### src/rtl/enc_tach_pkg.sv
package enc_tach_pkg;

  localparam int unsigned WORD_W = 32;
  localparam int unsigned STEP_W = 3;

  typedef enum logic [1:0] {
    OP_CLEAR = 2'd0,
    OP_READ  = 2'd1,
    OP_WRITE = 2'd2,
    OP_LOAD  = 2'd3
  } op_e;

  typedef enum logic [2:0] {
    RG_MODE  = 3'd1,
    RG_XFER  = 3'd3,
    RG_COUNT = 3'd4,
    RG_SNAP  = 3'd5
  } reg_e;

  typedef enum logic [1:0] {
    S_GAPHI,
    S_SETTLE,
    S_XFER,
    S_IDLE
  } seq_state_e;

  // script steps: 0..4 set-up, 5 snapshot, 6 fetch
  localparam logic [STEP_W-1:0] STEP_LAST_INIT = 3'd4;
  localparam logic [STEP_W-1:0] STEP_SNAP      = 3'd5;
  localparam logic [STEP_W-1:0] STEP_FETCH     = 3'd6;

  function automatic logic [7:0] cmd_byte(input op_e op, input reg_e rg);
    return {op, rg, 3'b000};
  endfunction

  // bytes in each transaction of the script
  function automatic logic [2:0] script_len(input logic [STEP_W-1:0] step);
    case (step)
      3'd2:    return 3'd2;
      3'd3:    return 3'd5;
      3'd6:    return 3'd5;
      default: return 3'd1;
    endcase
  endfunction

  // byte sent at position idx of a step (payload of the zero write is all zero)
  function automatic logic [7:0] script_byte(input logic [STEP_W-1:0] step,
                                             input logic [2:0] idx);
    if (idx != 3'd0) begin
      return (step == 3'd2) ? 8'h03 : 8'h00;
    end
    case (step)
      3'd0:    return cmd_byte(OP_CLEAR, RG_COUNT);
      3'd1:    return cmd_byte(OP_LOAD,  RG_COUNT);
      3'd2:    return cmd_byte(OP_WRITE, RG_MODE);
      3'd3:    return cmd_byte(OP_WRITE, RG_XFER);
      3'd4:    return cmd_byte(OP_LOAD,  RG_COUNT);
      3'd5:    return cmd_byte(OP_LOAD,  RG_SNAP);
      default: return cmd_byte(OP_READ,  RG_COUNT);
    endcase
  endfunction

  function automatic logic [WORD_W-1:0] negate_word(input logic [WORD_W-1:0] w);
    return ~w + 1'b1;
  endfunction

  function automatic logic [WORD_W-1:0] step_delta(input logic [WORD_W-1:0] now_c,
                                                   input logic [WORD_W-1:0] old_c);
    return now_c - old_c;
  endfunction

endpackage

### src/rtl/spi_byte_shifter.sv
module spi_byte_shifter #(
  parameter int unsigned HALF_CLKS = 25
) (
  input  logic       clk,
  input  logic       rst_n,
  input  logic       start,
  input  logic [7:0] tx_byte,
  input  logic       miso,
  output logic       sck,
  output logic       mosi,
  output logic       busy,
  output logic       done,
  output logic [7:0] rx_byte
);
  localparam int unsigned HW = $clog2(HALF_CLKS + 1);
  localparam logic [HW-1:0] HALF_LAST = HW'(HALF_CLKS - 1);

  logic [HW-1:0] half_cnt;
  logic [2:0]    bit_n;
  logic [7:0]    tx_sr;
  logic [7:0]    rx_sr;

  always_ff @(posedge clk) begin
    if (!rst_n) begin
      busy     <= 1'b0;
      sck      <= 1'b0;
      done     <= 1'b0;
      half_cnt <= '0;
      bit_n    <= '0;
      tx_sr    <= '0;
      rx_sr    <= '0;
    end else begin
      done <= 1'b0;
      if (!busy) begin
        if (start) begin
          busy     <= 1'b1;
          tx_sr    <= tx_byte;
          half_cnt <= '0;
          bit_n    <= '0;
        end
      end else if (half_cnt == HALF_LAST) begin
        half_cnt <= '0;
        if (!sck) begin
          sck   <= 1'b1;
          rx_sr <= {rx_sr[6:0], miso};
        end else begin
          sck <= 1'b0;
          if (bit_n == 3'd7) begin
            busy <= 1'b0;
            done <= 1'b1;
          end else begin
            bit_n <= bit_n + 3'd1;
            tx_sr <= {tx_sr[6:0], 1'b0};
          end
        end
      end else begin
        half_cnt <= half_cnt + 1'b1;
      end
    end
  end

  assign mosi    = tx_sr[7];
  assign rx_byte = rx_sr;
endmodule

### src/rtl/tach_period_timer.sv
module tach_period_timer #(
  parameter int unsigned PERIOD_CLKS = 625000
) (
  input  logic clk,
  input  logic rst_n,
  input  logic enable,
  output logic tick
);
  localparam int unsigned PW = $clog2(PERIOD_CLKS + 1);
  localparam logic [PW-1:0] P_LAST = PW'(PERIOD_CLKS - 1);

  logic [PW-1:0] cnt;

  always_ff @(posedge clk) begin
    if (!rst_n || !enable)   cnt <= '0;
    else if (cnt == P_LAST)  cnt <= '0;
    else                     cnt <= cnt + 1'b1;
  end

  assign tick = enable && (cnt == P_LAST);
endmodule

### src/rtl/enc_tach_seq.sv
module enc_tach_seq
  import enc_tach_pkg::*;
#(
  parameter int unsigned HALF_SCK_CLKS = 25,
  parameter int unsigned GAP_CLKS      = 100,
  parameter int unsigned PERIOD_CLKS   = 625000
) (
  input  logic        clk,
  input  logic        rst_n,
  input  logic [1:0]  chan_sel,
  input  logic        miso,
  output logic        sck,
  output logic        mosi,
  output logic        cs_a_n,
  output logic        cs_b_n,
  output logic [31:0] count_out,
  output logic [31:0] delta_out,
  output logic        sample_valid,
  output logic        overrun
);
  localparam int unsigned GW = $clog2(GAP_CLKS + 1);
  localparam logic [GW-1:0] GAP_LAST = GW'(GAP_CLKS - 1);

  seq_state_e        state;
  logic [STEP_W-1:0] step;
  logic [2:0]        byte_idx;
  logic [GW-1:0]     gap_cnt;
  logic              cs_act;
  logic              use_b;
  logic              xfer_start;
  logic              init_done;
  logic [WORD_W-1:0] rx_word;

  // named internal events
  logic              tick;
  logic              xfer_done;
  logic              shifter_busy;
  logic [7:0]        rx_byte;
  logic              seq_busy;
  logic              last_byte;
  logic [WORD_W-1:0] word_next;
  logic [WORD_W-1:0] count_next;

  assign seq_busy   = (state != S_IDLE);
  assign last_byte  = xfer_done && (byte_idx == script_len(step) - 3'd1);
  assign word_next  = {rx_word[WORD_W-9:0], rx_byte};
  assign count_next = negate_word(word_next);

  spi_byte_shifter #(.HALF_CLKS(HALF_SCK_CLKS)) u_shift (
    .clk     (clk),
    .rst_n   (rst_n),
    .start   (xfer_start),
    .tx_byte (script_byte(step, byte_idx)),
    .miso    (miso),
    .sck     (sck),
    .mosi    (mosi),
    .busy    (shifter_busy),
    .done    (xfer_done),
    .rx_byte (rx_byte)
  );

  tach_period_timer #(.PERIOD_CLKS(PERIOD_CLKS)) u_timer (
    .clk    (clk),
    .rst_n  (rst_n),
    .enable (init_done),
    .tick   (tick)
  );

  always_ff @(posedge clk) begin
    if (!rst_n) begin
      state        <= S_GAPHI;
      step         <= '0;
      byte_idx     <= '0;
      gap_cnt      <= '0;
      cs_act       <= 1'b0;
      use_b        <= 1'b0;
      xfer_start   <= 1'b0;
      init_done    <= 1'b0;
      rx_word      <= '0;
      count_out    <= '0;
      delta_out    <= '0;
      sample_valid <= 1'b0;
      overrun      <= 1'b0;
    end else begin
      xfer_start   <= 1'b0;
      sample_valid <= 1'b0;
      if (tick && seq_busy) overrun <= 1'b1;
      case (state)
        S_GAPHI: begin
          if (gap_cnt == GAP_LAST) begin
            gap_cnt <= '0;
            cs_act  <= 1'b1;
            state   <= S_SETTLE;
            if (step == '0) use_b <= (chan_sel == 2'd2);
          end else begin
            gap_cnt <= gap_cnt + 1'b1;
          end
        end
        S_SETTLE: begin
          if (gap_cnt == GAP_LAST) begin
            gap_cnt    <= '0;
            byte_idx   <= '0;
            xfer_start <= 1'b1;
            state      <= S_XFER;
          end else begin
            gap_cnt <= gap_cnt + 1'b1;
          end
        end
        S_XFER: begin
          if (xfer_done) begin
            if (step == STEP_FETCH) rx_word <= word_next;
            if (last_byte) begin
              cs_act <= 1'b0;
              if (step == STEP_FETCH) begin
                count_out    <= count_next;
                delta_out    <= step_delta(count_next, count_out);
                sample_valid <= 1'b1;
                step         <= STEP_SNAP;
                state        <= S_IDLE;
              end else if (step == STEP_LAST_INIT) begin
                init_done <= 1'b1;
                step      <= STEP_SNAP;
                state     <= S_IDLE;
              end else begin
                step  <= step + 1'b1;
                state <= S_GAPHI;
              end
            end else begin
              byte_idx   <= byte_idx + 3'd1;
              xfer_start <= 1'b1;
            end
          end
        end
        default: begin
          if (tick) begin
            use_b   <= (chan_sel == 2'd2);
            cs_act  <= 1'b1;
            gap_cnt <= '0;
            state   <= S_SETTLE;
          end
        end
      endcase
    end
  end

  assign cs_a_n = ~(cs_act && !use_b);
  assign cs_b_n = ~(cs_act && use_b);
endmodule

### config.mk
export PLATFORM = sky130hd
export DESIGN_NAME = enc_tach_seq
export DESIGN_NICKNAME = d
export VERILOG_FILES = /design/src/rtl/enc_tach_pkg.sv /design/src/rtl/spi_byte_shifter.sv /design/src/rtl/tach_period_timer.sv /design/src/rtl/enc_tach_seq.sv
export SDC_FILE = /design/constraint.sdc
export NUM_CORES = 1
export LEC_CHECK = 0
export BUFFER_PORTS_ARGS = -buffer_cell sky130_fd_sc_hd__buf_2
export CORE_MARGIN = 1
export CORE_UTILIZATION = 55
export CTS_BUF_LIST = sky130_fd_sc_hd__clkbuf_2
export DETAILED_ROUTE_END_ITERATION = 8
export GPL_TIMING_DRIVEN = 0
export PLACE_DENSITY = 0.76
export SLEW_MARGIN = 20
export SYNTH_ARGS = -nofsm -noshare
export SYNTH_HDL_FRONTEND = slang
export SYNTH_SLANG_ARGS = --single-unit
export TNS_END_PERCENT = 50
### constraint.sdc
create_clock -name clk -period 4.6 [get_ports clk]
set_input_delay 0.23 -clock clk [delete_from_list [all_inputs] [get_ports clk]]
set_output_delay 0.23 -clock clk [all_outputs]
set_load 0.01 [all_outputs]
Word-level counts from Yosys, hierarchy flattened
Index checks and enable logic that the tools add are counted.
{"block": "word_totals", "out_inout_bits": 70, "register_bits": 156, "input_bits": 5, "elab_cells": 156}
{"block": "classes", "add_sub_neg": 9, "eq_ne": 24, "mux": 57, "bitwise_logic": 8, "reduce_logical": 37}
{"op": "two-way mux 8 bit", "count": 7}
{"op": "one-hot mux 8 bit (5 select lines)", "count": 1}
{"op": "adder 32 x 1 -> 32 bit (second input constant)", "count": 1}
{"op": "NOT 32 bit", "count": 1}
{"op": "subtractor 32 bit", "count": 1}
{"op": "two-way mux 3 bit", "count": 10}
{"op": "AND reduction 4 bit", "count": 6}
{"op": "adder 20 x 1 -> 20 bit (second input constant)", "count": 1}
{"op": "== test 20 bit (second input constant)", "count": 1}
{"op": "two-way mux 1 bit", "count": 19}
{"op": "two-way mux 2 bit", "count": 8}
{"op": "inequality test 2 bit (second input constant)", "count": 8}
{"op": "two-way mux 5 bit", "count": 3}
{"op": "AND reduction 5 bit", "count": 3}
{"op": "two-way mux 7 bit", "count": 2}
{"op": "one-hot mux 7 bit (2 select lines)", "count": 1}
{"op": "== test 3 bit (second input constant)", "count": 4}
{"op": "one-hot mux 3 bit (2 select lines)", "count": 2}
{"op": "OR reduction 2 bit", "count": 5}
{"op": "adder 3 x 1 -> 3 bit (second input constant)", "count": 3}
{"op": "AND reduction 3 bit", "count": 3}
{"op": "nonzero test 2 bit", "count": 4}
{"op": "adder 7 x 1 -> 7 bit (second input constant)", "count": 1}
{"op": "== test 7 bit (second input constant)", "count": 1}
{"op": "21 further kinds", "count": 39}

Longest topological paths before layout
Gate-level depths: netlist of the first run.
{"block": "depth", "ltp_word": 9, "mapped_depth": 16, "mapped_depth_nobuf": 15}

By module
Synthesis of the first run repeated with hierarchy kept, for this count alone.
{"block": "hier_totals", "cells_unflattened": 1129, "hier_area_um2": 8906.0}
{"mod": "enc_tach_seq", "area_each_um2": 6667.6, "seq_area_each_um2": 2182.1, "instances": 1, "cells_each": 886}
{"mod": "spi_byte_shifter", "area_each_um2": 1247.4, "seq_area_each_um2": 540.5, "instances": 1, "cells_each": 131}
{"mod": "tach_period_timer", "area_each_um2": 991.0, "seq_area_each_um2": 400.4, "instances": 1, "cells_each": 112}

Least setup slack after synthesis of the first run
Ideal clock, no wire load.
{"block": "synth_path", "path_type": "reg2reg", "start": "register u_shift.rx_sr[0], in the netlist u_shift.rx_byte[0]", "end": "register delta_out[31]", "stages_incl_launch_ff": 17, "required_ns": 4.467, "path_buffers": 1, "setup_time_ns": 0.133, "arrival_time_ns": 3.457, "synth_period_minus_slack_ns": 3.590, "path_slack_ns": 1.010, "cell_sequence": "dfxtp_1 > inv_1 > ha_1 > nor3b_1 > nand3_1 > nor3b_1 > nand3_1 > xor2_1 > ha_1 > clkbuf_1 > a21o_1 > a31oi_1 > o21ai_0 > and3b_1 > o32a_1 > xnor2_1 > a21oi_1"}
{"block": "synth_between", "elab_chain_cells": 3}
{"element": "from (decl)", "line_no": "spi_byte_shifter.sv:21", "text": "logic [7:0] rx_sr;"}
{"element": "from (signal assigned)", "line_no": "spi_byte_shifter.sv:45", "text": "rx_sr <= {rx_sr[6:0], miso};"}
{"element": "NOT 32 bit", "line_no": "enc_tach_pkg.sv:64", "text": "return ~w + 1'b1;"}
{"element": "adder 32 x 1 -> 32 bit", "line_no": "enc_tach_pkg.sv:64"}
{"element": "named net count_next[22]", "line_no": "enc_tach_seq.sv:42", "text": "logic [WORD_W-1:0] count_next;"}
{"element": "subtractor 32 bit", "line_no": "enc_tach_pkg.sv:69", "text": "return now_c - old_c;"}
{"element": "to (signal assigned)", "line_no": "enc_tach_seq.sv:116", "text": "delta_out <= step_delta(count_next, count_out);"}
{"element": "to (decl)", "line_no": "enc_tach_seq.sv:17", "text": "output logic [31:0] delta_out,"}
The timed path passes the listed nets, and every way through them passes these cells.
A chain may end at the register's enable or synchronous reset.

Final worst setup path of the first run
Ends and elaborated chain as after synthesis.

==> results of run 1 <==
==> metal layers <==
layer | share of wire | up-vias | global-route usage
met5 | 0 | - | 0
li1 | - | 4069 | -
met2 | 0.46 | 215 | 0.467
met4 | 0.040 | 0 | 0.147
met3 | 0.049 | 70 | 0.0576
met1 | 0.45 | 3655 | 0.339
==> kinds of logic after synthesis <==
kind of cell             after synthesis
AO/OA/AOI/OAI                        251
XOR/XNOR                              70
adder cells (fa/ha/maj)               50
buffers and inverters                106
flip-flops                           156
multiplexers                          15
AND/OR/NAND/NOR                      470
==> critical path, delay by kind of cell (launching register included) <==
family                   cells  cell delay [ns]
AO/OA/AOI/OAI                5             1.01
XOR/XNOR                     2             0.40
adder cells (fa/ha/maj)      2             0.43
buffers and inverters        2             0.33
flip-flops                   1             0.43
AND/OR/NAND/NOR              5             1.44
==> worst min-delay path by stage <==
stage,end,slack [ns],cells past startpoint
finish,u_shift.rx_byte[0],0.20,4
global route,u_shift.rx_byte[0],0.21,4
CTS,u_shift.rx_byte[0],0.19,4
detailed placement,delta_out[22],0.44,2
global placement,delta_out[22],0.43,2
floorplan,u_shift.rx_byte[0],0.38,2
==> power by group through the flow <==
| stage | registers, mW | clock network [mW] | logic, mW |
|---|---|---|---|
| CTS | 1.37 | 0.835 | 0.0732 |
| finish | 1.37 | 0.825 | 0.0737 |
| global route | 1.37 | 0.886 | 0.0819 |
| detailed placement | 1.40 | 0 | 0.0696 |
| floorplan | 1.39 | 0 | 0.0486 |
| global placement | 1.40 | 0 | 0.0697 |
==> stage by stage <==
stage / hold WS (ns) / utilization / power [mW] / worst slack (ns) / std cells
after global routing: 0.215 / 0.629 / 2.34 / 0.158 / 1439
after floorplan: 0.377 / - / 1.44 / 1.01 / 1118
final: 0.198 / 0.629 / 2.27 / 0.446 / 1440
after detailed placement: 0.438 / 0.609 / 1.47 / 0.373 / 1402
after CTS: 0.193 / 0.629 / 2.28 / 0.315 / 1438
after global placement: 0.432 / 0.609 / 1.47 / 0.362 / 1402
==> timing repair <==
action                                  in CTS  in global routing
gates resized for setup                      0                  1
hold endpoints to repair                     3                  0
hold buffers                                 4                  0
endpoints found under the setup margin       0                  1
==> cells in the mapped netlist, types with 10 or more instances <==
| cell | instances | share of area |
|---|---|---|
| nand4_1 | 20 | 0.014 |
| inv_1 | 55 | 0.024 |
| nand2_1 | 207 | 0.089 |
| clkbuf_1 | 40 | 0.017 |
| xnor2_1 | 37 | 0.037 |
| o21a_1 | 10 | 0.0086 |
| xor2_1 | 33 | 0.033 |
| a21o_1 | 10 | 0.0086 |
| nand3_1 | 38 | 0.022 |
| nor4_1 | 10 | 0.0072 |
| nor3_1 | 19 | 0.011 |
| o21ai_0 | 41 | 0.024 |
| dfxtp_1 | 156 | 0.36 |
| a21oi_1 | 112 | 0.064 |
| mux2i_1 | 13 | 0.015 |
| ha_1 | 49 | 0.070 |
| nor2_1 | 103 | 0.044 |
==> layout by cell type, fill, tap and decap left out, drive strengths merged, types with 33 or more instances in the layout <==
| cell type | instances |
|---|---|
| nor2 | 104 |
| xor2 | 33 |
| nand2 | 207 |
| xnor2 | 37 |
| inv | 58 |
| clkbuf | 59 |
| o21ai | 45 |
| ha | 49 |
| nand3 | 38 |
| dfxtp | 156 |
| a21oi | 115 |
| buf | 82 |
==> sequential cells by signal, indices dropped and copies added (netlist names), 2 cells and up <==
signal / flops
count_out: 32
delta_out: 32
rx_word: 24
u_timer.cnt: 20
u_shift.rx_byte: 8
u_shift.tx_sr: 8
gap_cnt: 7
u_shift.half_cnt: 5
byte_idx: 3
step: 3
u_shift.bit_n: 3
state: 2
==> area by class of cell <==
cell class	count	area, um^2	area share
inverter	56	210	0.0218
clock inverter	14	169	0.0175
clock buffer	18	90.1	0.00935
antenna	2	5.00	0.000519
buffer	50	195	0.0203
multi-input combinational	856	5170	0.537
timing repair buffer	77	405	0.0421
tap	211	264	0.0274
sequential	156	3120	0.324
==> summary.md, run 1 <==
| Metric | Value |
|---|---|
| Logic pwr share | `0.032` |
| Setup TNS Final | `0 ns` |
| FF-to-FF path depth | `16` |
| CORE AREA | `15300 um^2` |
| Req. time, crit path | `5.30 ns` |
| Number of synthesized flops with an enable pin | `0` |
| Min cycle time layout | `4.15 ns` |
| First-pass detailed-route iteration total | `5` |
| Commonest register cell after synthesis | `dfxtp_1` |
| Sw Share | `0.254` |
| Area Overhead vs Synth | `10.8%` |
| Fill count | `1475` |
| Final Instance Area | `9640 um^2` |
| DR DRC count | `0` |
| Max Clk Rate | `0.241 GHz` |
| Cell variety after synth | `72` |
| Final period utilization | `0.903` |
| Worst Skew | `0.0265 ns` |
| Post-Syn Area | `8700 um^2` |
| Sequential area share after synthesis | `0.359` |
| Tightest Pin Transition | `around 0.85 ns` |
| Largest net degree at the start of global routing | `17` |
| Compound-Gate Fraction of Synth Area | `0.182` |
| Per-cell routed wire length | `roughly 15 um` |
| Max Slew Vio Count | `0` |
| RR Endpoint | `delta_out[31]` |
| Clock-pin slew on the worst setup and hold paths | `0.22 ns` |
| Slew HR | `0.434` |
| Tightest Hold Check Type | `in2reg` |
| Via-to-Cell Ratio | `5.56` |
| DP Area | `9330 um^2` |
| Static Leak | `between 3 and 4 nW` |
| Clk buf depth | `2` |
| Final WL | `22100 um` |
| Vias in the first global route | `7414` |
| Seq pwr share | `0.604` |
| Total GRT Usage | `0.280` |
| Crit path kind | `reg2reg` |
| PwrDens | `236 nW/um^2` |
| Clock Latency Late Sink | `0.80 ns` |
| Worst EP arrival | `4.85 ns` |
| Synth Area in Simple Gates | `0.252` |
| Critical R2R Launch | `u_shift.rx_byte[0]` |
| Final setup viols | `0` |
| Initial antenna violation count | `1` |
| Global-route wire length before repair | `between 30000 and 40000 um` |
| Post-route antenna net violation count | `0` |
| Syn. warnings | `0` |
| MaxCap Viol Count | `0` |
| Ys async rst share | `0` |
| Die width | `around 130 um` |
| Syn Nets | `1173` |
| Root Driver | `clkbuf_2` |
| CP Launch Point | `u_shift.rx_byte[0]` |
| Largest family of logic cells by synthesized area | `simple AND/OR/NAND/NOR gates` |
| Worst Path Max Fanout | `9` |
| Net load switching power | `0.577 mW` |
| CP Launch Type | `flip-flop` |
| Gpl congestion | `0.952` |
| H-tree depth | `4` |
| CP endpoint kind | `flip-flop` |
| GR Overflow Total | `0` |
| Vias | `8009` |
| Hold wc startpoint | `miso` |
| Fraction of layout cells with a size suffix above 1 | `0.110` |
| Post-Synth Adder-Cell Area | `0.0728` |
| Unrepaired setup endpoints after global routing | `no` |
| Xor/xnor share of the synthesized area | `0.0705` |
| Final hold violation count | `0` |
| CTS tree | `done` |
| Cells after Synth | `about 1100` |
| Status | `completed` |
| Input/output buffers | `73` |
| Crit-path cells | `inv_1, ha_1, nor3b_1, nand3_1, nor3b_2, nand3_1, xor2_1, ha_1, clkbuf_1, a21o_1, a31oi_1, o21ai_0, and3b_1, o32a_1, xnor2_1, a21oi_1` |
| Max VDD drop | `0.205 mV` |
| Die Ht | `approximately 130 um` |
| Pint | `1.69 mW` |
| Post-synthesis mux area share | `0.0180` |
| CTS Buf Count | `17` |
| Final Net Count | `1269` |
| Hpwl dp | `between 15000 and 20000 um` |
| # rows | `45` |
| # IOs | `75` |
| Syn_area_per_cell | `7.78 um^2` |
| Part of the power in the clock network | `0.364` |
| Die ar. | `16300 um^2` |
| Setup Buffers After CTS | `0` |
| Starting DRC count in detailed routing | `455` |
| Starting Density | `0.568` |
| Critical path's largest stage delay | `0.54 ns` |
| #FFs+latches synth | `156` |
| Slowest-stage cell, CP | `nor3b_1` |
| CTS Sinks | `approximately 160` |
| Worst setup endpoint | `delta_out[31]` |
| Setup slack, reg-to-reg | `0.45 ns` |
Power figures use the tool's default switching activity.
==> inputs of run 2 (changes only) <==
CTS_CLUSTER_DIAMETER = 100   (was unset)
PLACE_DENSITY = 0.79   (was 0.76)
SYNTH_HIERARCHICAL = 1   (was unset)
==> summary.md, run 2 <==
| Metric | Value |
|---|---|
| Die Ht | `129 um (+1.2%)` |
| Top cells by area, synth | `dfxtp_1, nand2_1, ha_1` |
| Static Leak | `4.06 nW (+3.3%)` |
| Global-route wire length before repair | `36500 um (+1.7%)` |
| Final setup viols | `0 (unchanged)` |
| Vias in the first global route | `7456 (+0.57%)` |
| CTS tree | `done` |
| Most common cell after layout, fill and taps aside | `nand2_1` |
| WL met3 | `1260 um (+17%)` |
| Max Clk Rate | `0.226 GHz (-6.3%)` |
| # IOs | `75 (unchanged)` |
| Number of synthesized flops with an enable pin | `0 (unchanged)` |
| Logic pwr share | `0.039 (+0.007)` |
| Initial antenna violation count | `1 (unchanged)` |
| Top-count cell post-synth | `nand2_1` |
| Cell accounting for the most synthesized area | `dfxtp_1` |
| H-tree depth | `4 (unchanged)` |
| Final period utilization | `0.963 (+0.0602)` |
| Syn Nets | `1184 (+0.94%)` |
| Dpl cells | `1419 (+1.2%)` |
| Clock Latency Late Sink | `0.76 ns (-0.04 ns)` |
| Via-to-Cell Ratio | `5.71 (+2.7%)` |
| Final WL | `22600 um (+2.3%)` |
| # rows | `46 (+2.2%)` |
| Hold_ws | `0.252 ns (+0.0535 ns)` |
| Final hold violation count | `0 (unchanged)` |
| Req. time, crit path | `5.33 ns (+0.03 ns)` |
| Tightest Hold Check Type | `in2reg` |
| Die ar. | `16700 um^2 (+2.3%)` |
| Tightest Pin Transition | `0.767 ns (-0.0794 ns)` |
| Crit path kind | `reg2reg` |
| Area Overhead vs Synth | `11.2%` |
| Post-synthesis mux area share | `0.0313 (+0.0133)` |
| Vias | `8325 (+3.9%)` |
| Sequential area share after synthesis | `0.351 (-0.00837)` |
| Cells after Synth | `1129 (+0.98%)` |
| Fraction of layout cells with a size suffix above 1 | `0.119 (+0.00933)` |
| Worst Skew | `0.0266 ns (+0.0000960 ns)` |
| Min cycle time layout | `4.43 ns (+0.277 ns)` |
| CTS Sinks | `156 (unchanged)` |
| Max VDD drop | `0.155 mV (-25%)` |
| Sw Share | `0.261 (+0.00645)` |
| Die width | `129 um (+1.2%)` |
| Cell variety after synth | `75 (+4.2%)` |
| Commonest non-fill, non-tap cells in the layout | `nand2_1, dfxtp_1, a21oi_1` |
| Net load switching power | `0.603 mW (+4.6%)` |
| Syn_area_per_cell | `7.89 um^2 (+1.4%)` |
| Hpwl dp | `17000 um (+2.0%)` |
| Slew HR | `0.485 (+0.0506)` |
| Gpl congestion | `0.938 (-1.4%)` |
| Highest Signal Layer | `met4` |
| DR DRC count | `0 (unchanged)` |
| Clock-pin slew on the worst setup and hold paths | `0.24 ns (+0.02 ns)` |
| Final Net Count | `1282 (+1.0%)` |
| CORE AREA | `15800 um^2 (+3.3%)` |
| CTS Buf Count | `17 (unchanged)` |
| Syn. warnings | `6 (+6)` |
| WL met2 | `10100 um (about the same)` |
| Synth Area in Simple Gates | `0.250 (-0.00109)` |
| Root Driver | `clkbuf_2` |
| Status | `completed` |
| Fill count | `1421 (-3.7%)` |
| Largest net degree at the start of global routing | `17 (unchanged)` |
| Worst EP arrival | `5.16 ns (+0.31 ns)` |
| Post-route antenna net violation count | `0 (unchanged)` |
| Post-Syn Area | `8910 um^2 (+2.4%)` |
| Per-cell routed wire length | `15.5 um (+1.1%)` |
| CP endpoint kind | `flip-flop` |
| Yosys top cell area share | `0.351 (-0.00837)` |
| Clk buf depth | `2 (unchanged)` |
| Commonest register cell after synthesis | `dfxtp_1` |
| #FFs+latches synth | `156 (unchanged)` |
| Ys async rst share | `0 (unchanged)` |
| Starting DRC count in detailed routing | `629 (+38%)` |
| First-pass detailed-route iteration total | `7 (+2)` |
| Starting Density | `0.563 (-0.00529)` |
| Worst Path Max Fanout | `7 (-2)` |
| GR Overflow Total | `0 (unchanged)` |
| Xor/xnor share of the synthesized area | `0.0649 (-0.00558)` |
| Compound-Gate Fraction of Synth Area | `0.180 (-0.00156)` |
| WL met1 | `10700 um (+6.9%)` |
| Fin cells | `1458 (+1.3%)` |
| Largest registers | `count_out (32), delta_out (32), rx_word (24)` |
| Pint | `1.71 mW (+1.1%)` |
| Post-Synth Adder-Cell Area | `0.0711 (-0.00170)` |
| Largest family of logic cells by synthesized area | `simple AND/OR/NAND/NOR gates` |
| Input/output buffers | `74 (+1.4%)` |
| Part of the power in the clock network | `0.366 (+0.002)` |
| Max Slew Vio Count | `0 (unchanged)` |
| MaxCap Viol Count | `0 (unchanged)` |
| PwrDens | `234 nW/um^2 (-0.79%)` |
| Synth cell count leaders | `nand2_1, dfxtp_1, a21oi_1` |
| Seq pwr share | `0.595 (-0.009)` |
| CP Launch Type | `flip-flop` |
| Total GRT Usage | `0.279 (-0.000781)` |
[run 2: layout make-up]
cell class	count	area, um^2	area share
Antenna cell	2	5.00	0.000505
Multi-Input combinational cell	861	5360	0.541
Buffer	55	241	0.0244
Clock inverter	15	188	0.0189
Sequential cell	156	3120	0.315
Tap cell	216	270	0.0273
Clock buffer	17	85.1	0.00859
Inverter	57	214	0.0216
Timing Repair Buffer	79	418	0.0422
[run 2: power by group through the flow]
stage | registers [mW] | logic [mW] | clock network, mW
6_report | 1.38 | 0.0907 | 0.847
5_1_grt | 1.38 | 0.102 | 0.924
4_1_cts | 1.38 | 0.0898 | 0.861
3_5_place_dp | 1.40 | 0.0866 | 0
3_3_place_gp | 1.40 | 0.0862 | 0
2_1_floorplan | 1.40 | 0.0632 | 0
[run 2: kinds of logic (layout without fill, tap and decap cells)]
family	count (synthesis)	in the layout
adder cells (fa/ha/maj)	50	50
multiplexers	27	27
flip-flops	156	156
other	1	3
XOR/XNOR	66	66
AO/OA/AOI/OAI	257	257
buffers and inverters	112	223
AND/OR/NAND/NOR	460	460
[run 2: final timing paths]
kind                            slack [ns]          startpoint  cells past startpoint                  to
worst max-delay path                  0.17  u_shift/rx_byte[0]                     16       delta_out[31]
worst max register to register        0.17  u_shift/rx_byte[0]                     16       delta_out[31]
worst min register to register        0.47       delta_out[27]                      2       delta_out[27]
worst min-delay path                  0.25                miso                      4  u_shift/rx_byte[0]
[run 2: repair_timing]
| item | 4_1_cts | 5_1_grt |
|---|---|---|
| endpoints found under the setup margin | 4 | 5 |
| hold buffers | 4 | 0 |
| endpoints found under the hold margin | 23 | 0 |
| buffers inserted | 0 | 1 |
| resized for setup | 2 | 4 |
[run 2: per-stage QoR]
stage	setup WS [ns]	area [um^2]	total power, mW	TNS [ns]	util
2_1_floorplan	0.507	8910	1.46	0	-
4_1_cts	0.0569	9870	2.33	0	0.624
3_3_place_gp	-0.202	9550	1.49	-0.228	0.603
5_1_grt	-0.00282	9900	2.41	-0.00282	0.626
3_5_place_dp	-0.239	9550	1.49	-0.320	0.603
6_report	0.169	9900	2.31	0	0.626
[run 2: worst max-delay path: stages, from the launching register on]
cell	delay (ns)
dfxtp_2	0.41
inv_1	0.09
ha_1	0.24
nor4b_4	0.32
nand4b_1	0.19
nand2b_1	0.25
or4_2	0.59
xor2_1	0.23
ha_1	0.27
clkbuf_1	0.20
a21oi_2	0.23
o21ai_0	0.14
a22oi_1	0.18
a21oi_1	0.10
a311o_2	0.37
or4_1	0.50
nand3_1	0.09
[run 2: per-layer routing]
layer	vias up	track usage
met5	-	0
met3	33	0.0549
met2	264	0.441
met4	0	0.0976
met1	3897	0.378
li1	4131	-
